<file path="config.mk">
export PLATFORM = sky130hd
export DESIGN_NAME = tx_bit_retimer
export DESIGN_NICKNAME = d
export VERILOG_FILES = /design/src/rtl/tx_bit_retimer.sv
export SDC_FILE = /design/constraint.sdc
export NUM_CORES = 1
export LEC_CHECK = 0
export ABC_CLOCK_PERIOD_IN_PS = 1500
export BUFFER_PORTS_ARGS = -buffer_cell sky130_fd_sc_hd__buf_4
export CAP_MARGIN = 20
export CORE_ASPECT_RATIO = 0.8
export CORE_MARGIN = 3
export CORE_UTILIZATION = 45
export CTS_CLUSTER_DIAMETER = 40
export DETAILED_ROUTE_END_ITERATION = 10
export PLACE_DENSITY = 0.66
export SYNTH_ARGS = -nofsm -noshare
export SYNTH_HDL_FRONTEND = slang
export SYNTH_SLANG_ARGS = --single-unit
</file>
<file path="constraint.sdc">
create_clock -name clk_i -period 1.5 [get_ports clk_i]
set_clock_uncertainty 0.1 [all_clocks]
set_input_delay 0.3 -clock clk_i [delete_from_list [all_inputs] [get_ports clk_i]]
set_output_delay 0.3 -clock clk_i [all_outputs]
set_load 0.05 [all_outputs]
</file>
<file path="src/rtl/tx_bit_retimer.sv">
module tx_bit_retimer #(
  parameter int unsigned TICK_DIV    = 2983,
  parameter int unsigned SYNC_STAGES = 2
) (
  input  logic       clk_i,
  input  logic       rst_ni,
  input  logic [1:0] mode_i,
  input  logic       strobe_i,
  input  logic       txd_i,
  output logic       mod_data_o,
  output logic       rdy_no
);
  localparam int unsigned CW = (TICK_DIV > 2) ? $clog2(TICK_DIV) : 1;
  localparam logic [CW-1:0] LAST = CW'(TICK_DIV - 1);
  localparam logic [1:0] MODE_TX_HI = 2'b01;

  logic [CW-1:0]          cnt_q;
  logic [SYNC_STAGES-1:0] strb_sr, txd_sr;
  logic                   strb_d, hold_q, bit_q, sel_q;

  wire tick     = (cnt_q == LAST);
  wire strb_s   = strb_sr[SYNC_STAGES-1];
  wire txd_s    = txd_sr[SYNC_STAGES-1];
  wire strb_up  = strb_s & ~strb_d;
  wire retime_m = (mode_i == MODE_TX_HI);

  always_ff @(posedge clk_i) begin
    if (!rst_ni) begin
      cnt_q   <= '0;
      strb_sr <= '0;
      txd_sr  <= '1;
      strb_d  <= 1'b0;
    end else begin
      cnt_q   <= tick ? '0 : cnt_q + 1'b1;
      strb_sr <= {strb_sr[SYNC_STAGES-2:0], strobe_i};
      txd_sr  <= {txd_sr[SYNC_STAGES-2:0], txd_i};
      strb_d  <= strb_s;
    end
  end

  always_ff @(posedge clk_i) begin
    if (!rst_ni) begin
      hold_q <= 1'b1;
      bit_q  <= 1'b1;
      sel_q  <= 1'b0;
      rdy_no <= 1'b1;
    end else begin
      if (strb_up) hold_q <= txd_s;
      if (tick) bit_q <= hold_q;
      if (!retime_m) begin
        sel_q  <= 1'b0;
        rdy_no <= 1'b1;
      end else if (tick) begin
        sel_q  <= ~strb_s;
        rdy_no <= strb_s;
      end else if (strb_s) begin
        rdy_no <= 1'b1;
      end
    end
  end

  assign mod_data_o = sel_q ? bit_q : txd_i;
endmodule


</file>
; Word-level counts from Yosys, hierarchy flattened
; Index checks and enable logic that the tools add are counted.
[totals]
reg_bits = 21
in_bits = 6
output_inout_bits = 2
elab_cells = 21
[classes]
add_sub_neg = 1
eq_ne = 2
n_mux = 3
bitwise = 4
reduce_logical = 3
[ops]
columns = operator, n
row1 = $add A12 B1 Y12 const B, 1
row2 = $eq A12 B12 Y1 const B, 1
row3 = $mux W1, 3
row4 = $not A1 Y1, 3
row5 = $eq A2 B1 Y1 const B, 1
row6 = $reduce_and A2 Y1, 1
row7 = $reduce_bool A2 Y1, 1
row8 = $reduce_or A2 Y1, 1
row9 = $and A1 B1 Y1, 1

; Longest topological paths before layout
[logic_depth]
depth_word = 2
depth_mapped = 6
depth_no_buf = 5

; Worst setup path before layout
; OpenSTA, ideal clock, no wires.
[synth_path]
path_type = reg-to-reg
startpoint = reg cnt_q[0]
endpoint = reg cnt_q[10]
setup_ps = 70
t_arrival_ps = 1337
required_time_ps = 1330
setup_slack_ps = -7
path_stages_with_launch = 5
path_buffers = 0
synth_period_minus_slack_ps = 1507
path_cell_list = dfxtp_1 ha_1 nand3_1 or4_1 a21oi_1
[synth_via]
elab_chain_len = 2
word_cells_on_any_way = 3
cone_classes = 1 x add/sub / 1 x eq/ne / 1 x reduce/logical
[synth_lines]
columns = element, line
row1 = from (decl), 17  ; logic [CW-1:0] cnt_q;
row2 = from (signal assigned), 34  ; cnt_q <= tick ? '0 : cnt_q + 1'b1;
row3 = "parallel branches: the longest is 2 deep, another holds $add A12 B1 Y12", --
; Parallel ways; which one is timed is not known.
; A chain may end at the register's enable or synchronous reset.

; Worst setup path in the final report
[layout_path]
startpoint = reg sel_q
endpoint = out mod_data_o
[layout_via]
elab_chain_len = 1
[layout_lines]
columns = element, line
row1 = from (decl), 19  ; logic strb_d, hold_q, bit_q, sel_q;
row2 = from (signal assigned), 54  ; sel_q <= ~strb_s;
row3 = $mux W1, 62  ; assign mod_data_o = sel_q ? bit_q : txd_i;
row4 = to (decl), 10  ; output logic mod_data_o,
; No other way between the ends.

==> impl_metrics.json <==
{
  "powerDensity_nw_per_um2": 865.4,
  "violations": "setup timing",
  "route.detailed.drc": 0,
  "worstPathArrival_ps": 1120,
  "grt_setup_unrepaired": "yes",
  "htreeDepth": 1,
  "setup_viol": 2,
  "core_area_sq_um": 1708,
  "grt_pass1_vias": 613,
  "place_ws_ps": -12.78,
  "port_buffers": 7,
  "syn2layout_area_growth_pct": 24.06,
  "hold_class": "in -> reg",
  "crit_start": "sel_q",
  "synthAdderAreaFrac_pct": 2.899,
  "layout_common_cells": "dfxtp_1, buf_4, a21oi_1",
  "dp_cells": 121,
  "fin_crit_sh_pct": 101.5,
  "cts_tree": "done",
  "multiInputGateArea_sq_um": 462.9,
  "hpwl_mm": 1.183,
  "dr_total_vias": 686,
  "fin_cells": 126,
  "hold_viol": 0,
  "firstDrtPassIters": 4,
  "start_util_pct": 50.55,
  "synth-seq-cells": 21,
  "max_freq_mhz": 656.9,
  "antenna_found_initial": 0,
  "synthesis.area_sq_um": 863.3,
  "syn_area_per_cell_sq_um": 9.811,
  "die_area_sq_um": 2483,
  "r2r_start": "cnt_q[7]",
  "yosys.area_share.simple_pct": 27.54,
  "finalMaxSlewViolations": 0,
  "chipWidth_um": 54.97,
  "hold_start": "txd_i",
  "status": "finished with violations",
  "wl_per_cell_um": 13.51,
  "fill_cells": 149,
  "layout_setup_ws_ps": -22.38,
  "synth_cell_types": 28,
  "nNetsFinal": 113,
  "final_util_pct": 62.71,
  "drt-total-wl_mm": 1.702,
  "clkTransAtPathRegs_ps": 120,
  "cts_made_buffers": 3,
  "synthMuxAreaShare_pct": 2.464,
  "yosys.area_share.xor_xnor_pct": 3.043,
  "rows": 13,
  "diodes": 0,
  "hold_buffers": 0,
  "syn_inst": 88,
  "final.min_clock_period_ps": 1522,
  "p_leak_nw": 0.3823,
  "vdd_ir_drop_max_mv": 0.6548,
  "gr-total-overflow": 0,
  "grt_use_total_pct": 15.88,
  "ys_warn_count": 0,
  "ant_nets": 0,
  "crit_required_ps": 1100,
  "relSlewSlack_pct": 83.68,
  "grt_max_degree": 13,
  "die_h_um": 45.18,
  "io_pins": 8,
  "dr.first_iter.drc_count": 8,
  "vias_per_cell": 5.444,
  "clock_latency_ps": 310,
  "synth.yosys.seq_area_share_pct": 48.70,
  "clock-root-buffer": "clkbuf_4",
  "cp-end-kind": "output pin",
  "drive_above_1_share_pct": 26.92,
  "clock_path_buffers": 2,
  "worstSetupPathType": "reg -> out",
  "final_common_cell": "dfxtp_1",
  "cp-start-kind": "register",
  "maxCapViolCount": 0,
  "synth_top_family_by_area": "simple AND/OR/NAND/NOR gates",
  "synth_compound_area_share_pct": 13.48,
  "grt_pass1_wl_mm": 2.746,
  "tightest_slew_ps": 244.9,
  "gp_congestion": 0.8584,
  "crit_fanout": 2,
  "syn_nets": 96,
  "post_cts_buffers": 0,
  "seqCellArea_sq_um": 429.2,
  "cts_sinks": 21
}
## report_power, final
part | switching (W) | internal (W) | leakage [nW]
clock | 0.000173 | 0.0000996 | 0.0177
sequential | 0.0000127 | 0.000572 | 0.173
combinational | 0.0000314 | 0.0000389 | 0.191
## per-layer routing
metal	share of wire, %	vias up	track usage (%)
li1	-	362	-
met1	50	312	21.54
met2	44	10	22.88
met3	4.9	2	6.931
met4	0.76	0	4.369
met5	0	-	0
## worst max-delay path, cell delays in order (launching register included)
cell     delay, ps
dfxtp_2        360
mux2_4         310
buf_8          150
## cells in the mapped netlist (all sizes together)
library cell | n | area, sq um
nand4 | 4 | 31.28
nand3 | 6 | 30.03
or4 | 3 | 22.52
nand3b | 1 | 7.510
nor2b | 1 | 6.260
ha | 2 | 25.02
nand4bb | 2 | 22.52
mux2i | 1 | 10.01
a21oi | 8 | 40.04
o21ai | 4 | 20.02
and2 | 3 | 18.77
xor2 | 1 | 8.760
nand2b | 2 | 12.51
nor2 | 5 | 18.77
dfxtp | 21 | 420.4
and3 | 1 | 6.260
a211o | 1 | 8.760
nand2 | 3 | 11.26
o31ai | 5 | 37.54
a41o | 1 | 10.01
xnor2 | 2 | 17.52
or3 | 4 | 25.02
and4bb | 2 | 25.02
buf | 1 | 5.000
inv | 3 | 11.26
mux2 | 1 | 11.26
## timing repair
action,CTS,global route
gates resized for setup,7,11
setup endpoints to repair,13,14
cloned,0,1
pin swaps,0,1
## flip-flops by register name (all words and copies together), names as in the netlist
name	flops
cnt_q	12
txd_sr	2
hold_q	1
strb_d	1
rdy_no	1
bit_q	1
sel_q	1
strb_sr	2
## area by class of cell
cell class	instances	share of cell area, %
Tap cell	22	2.570
Multi-Input combinational cell	63	43.22
Sequential cell	21	40.07
Timing Repair Buffer	13	10.51
Clock inverter	1	0.4673
Clock buffer	3	2.103
Inverter	3	1.051
## kinds of logic (layout without fill, tap and decap cells)
kind of cell | count (synthesis) | after routing
mux | 2 | 2
fa+ha+maj | 2 | 2
compound gates | 19 | 19
flops | 21 | 21
simple gates | 37 | 37
buf+inv | 4 | 20
xor+xnor | 3 | 3
## per-stage QoR
step                      TNS, ps  hold WS [ps]  area [sq um]  total power (W)
final                      -26.51         74.41          1071        0.0009268
after global routing       -682.7         69.84          1071        0.0009708
after CTS                  -25.59         71.30          1025        0.0009221
after detailed placement   -12.78         298.5         980.9        0.0006539
after global placement          0         288.0         980.9        0.0006505
after floorplan                 0         261.9         868.3        0.0006220
## path summary, 6_finish.rpt
check                           slack, ps          to  cells after the start
worst min-delay path                   70   txd_sr[0]                      2
worst max-delay path                  -20  mod_data_o                      2
worst min register to register        330   txd_sr[1]                      1
worst max register to register          0   cnt_q[10]                      3
(Power assumes the default switching activity.)
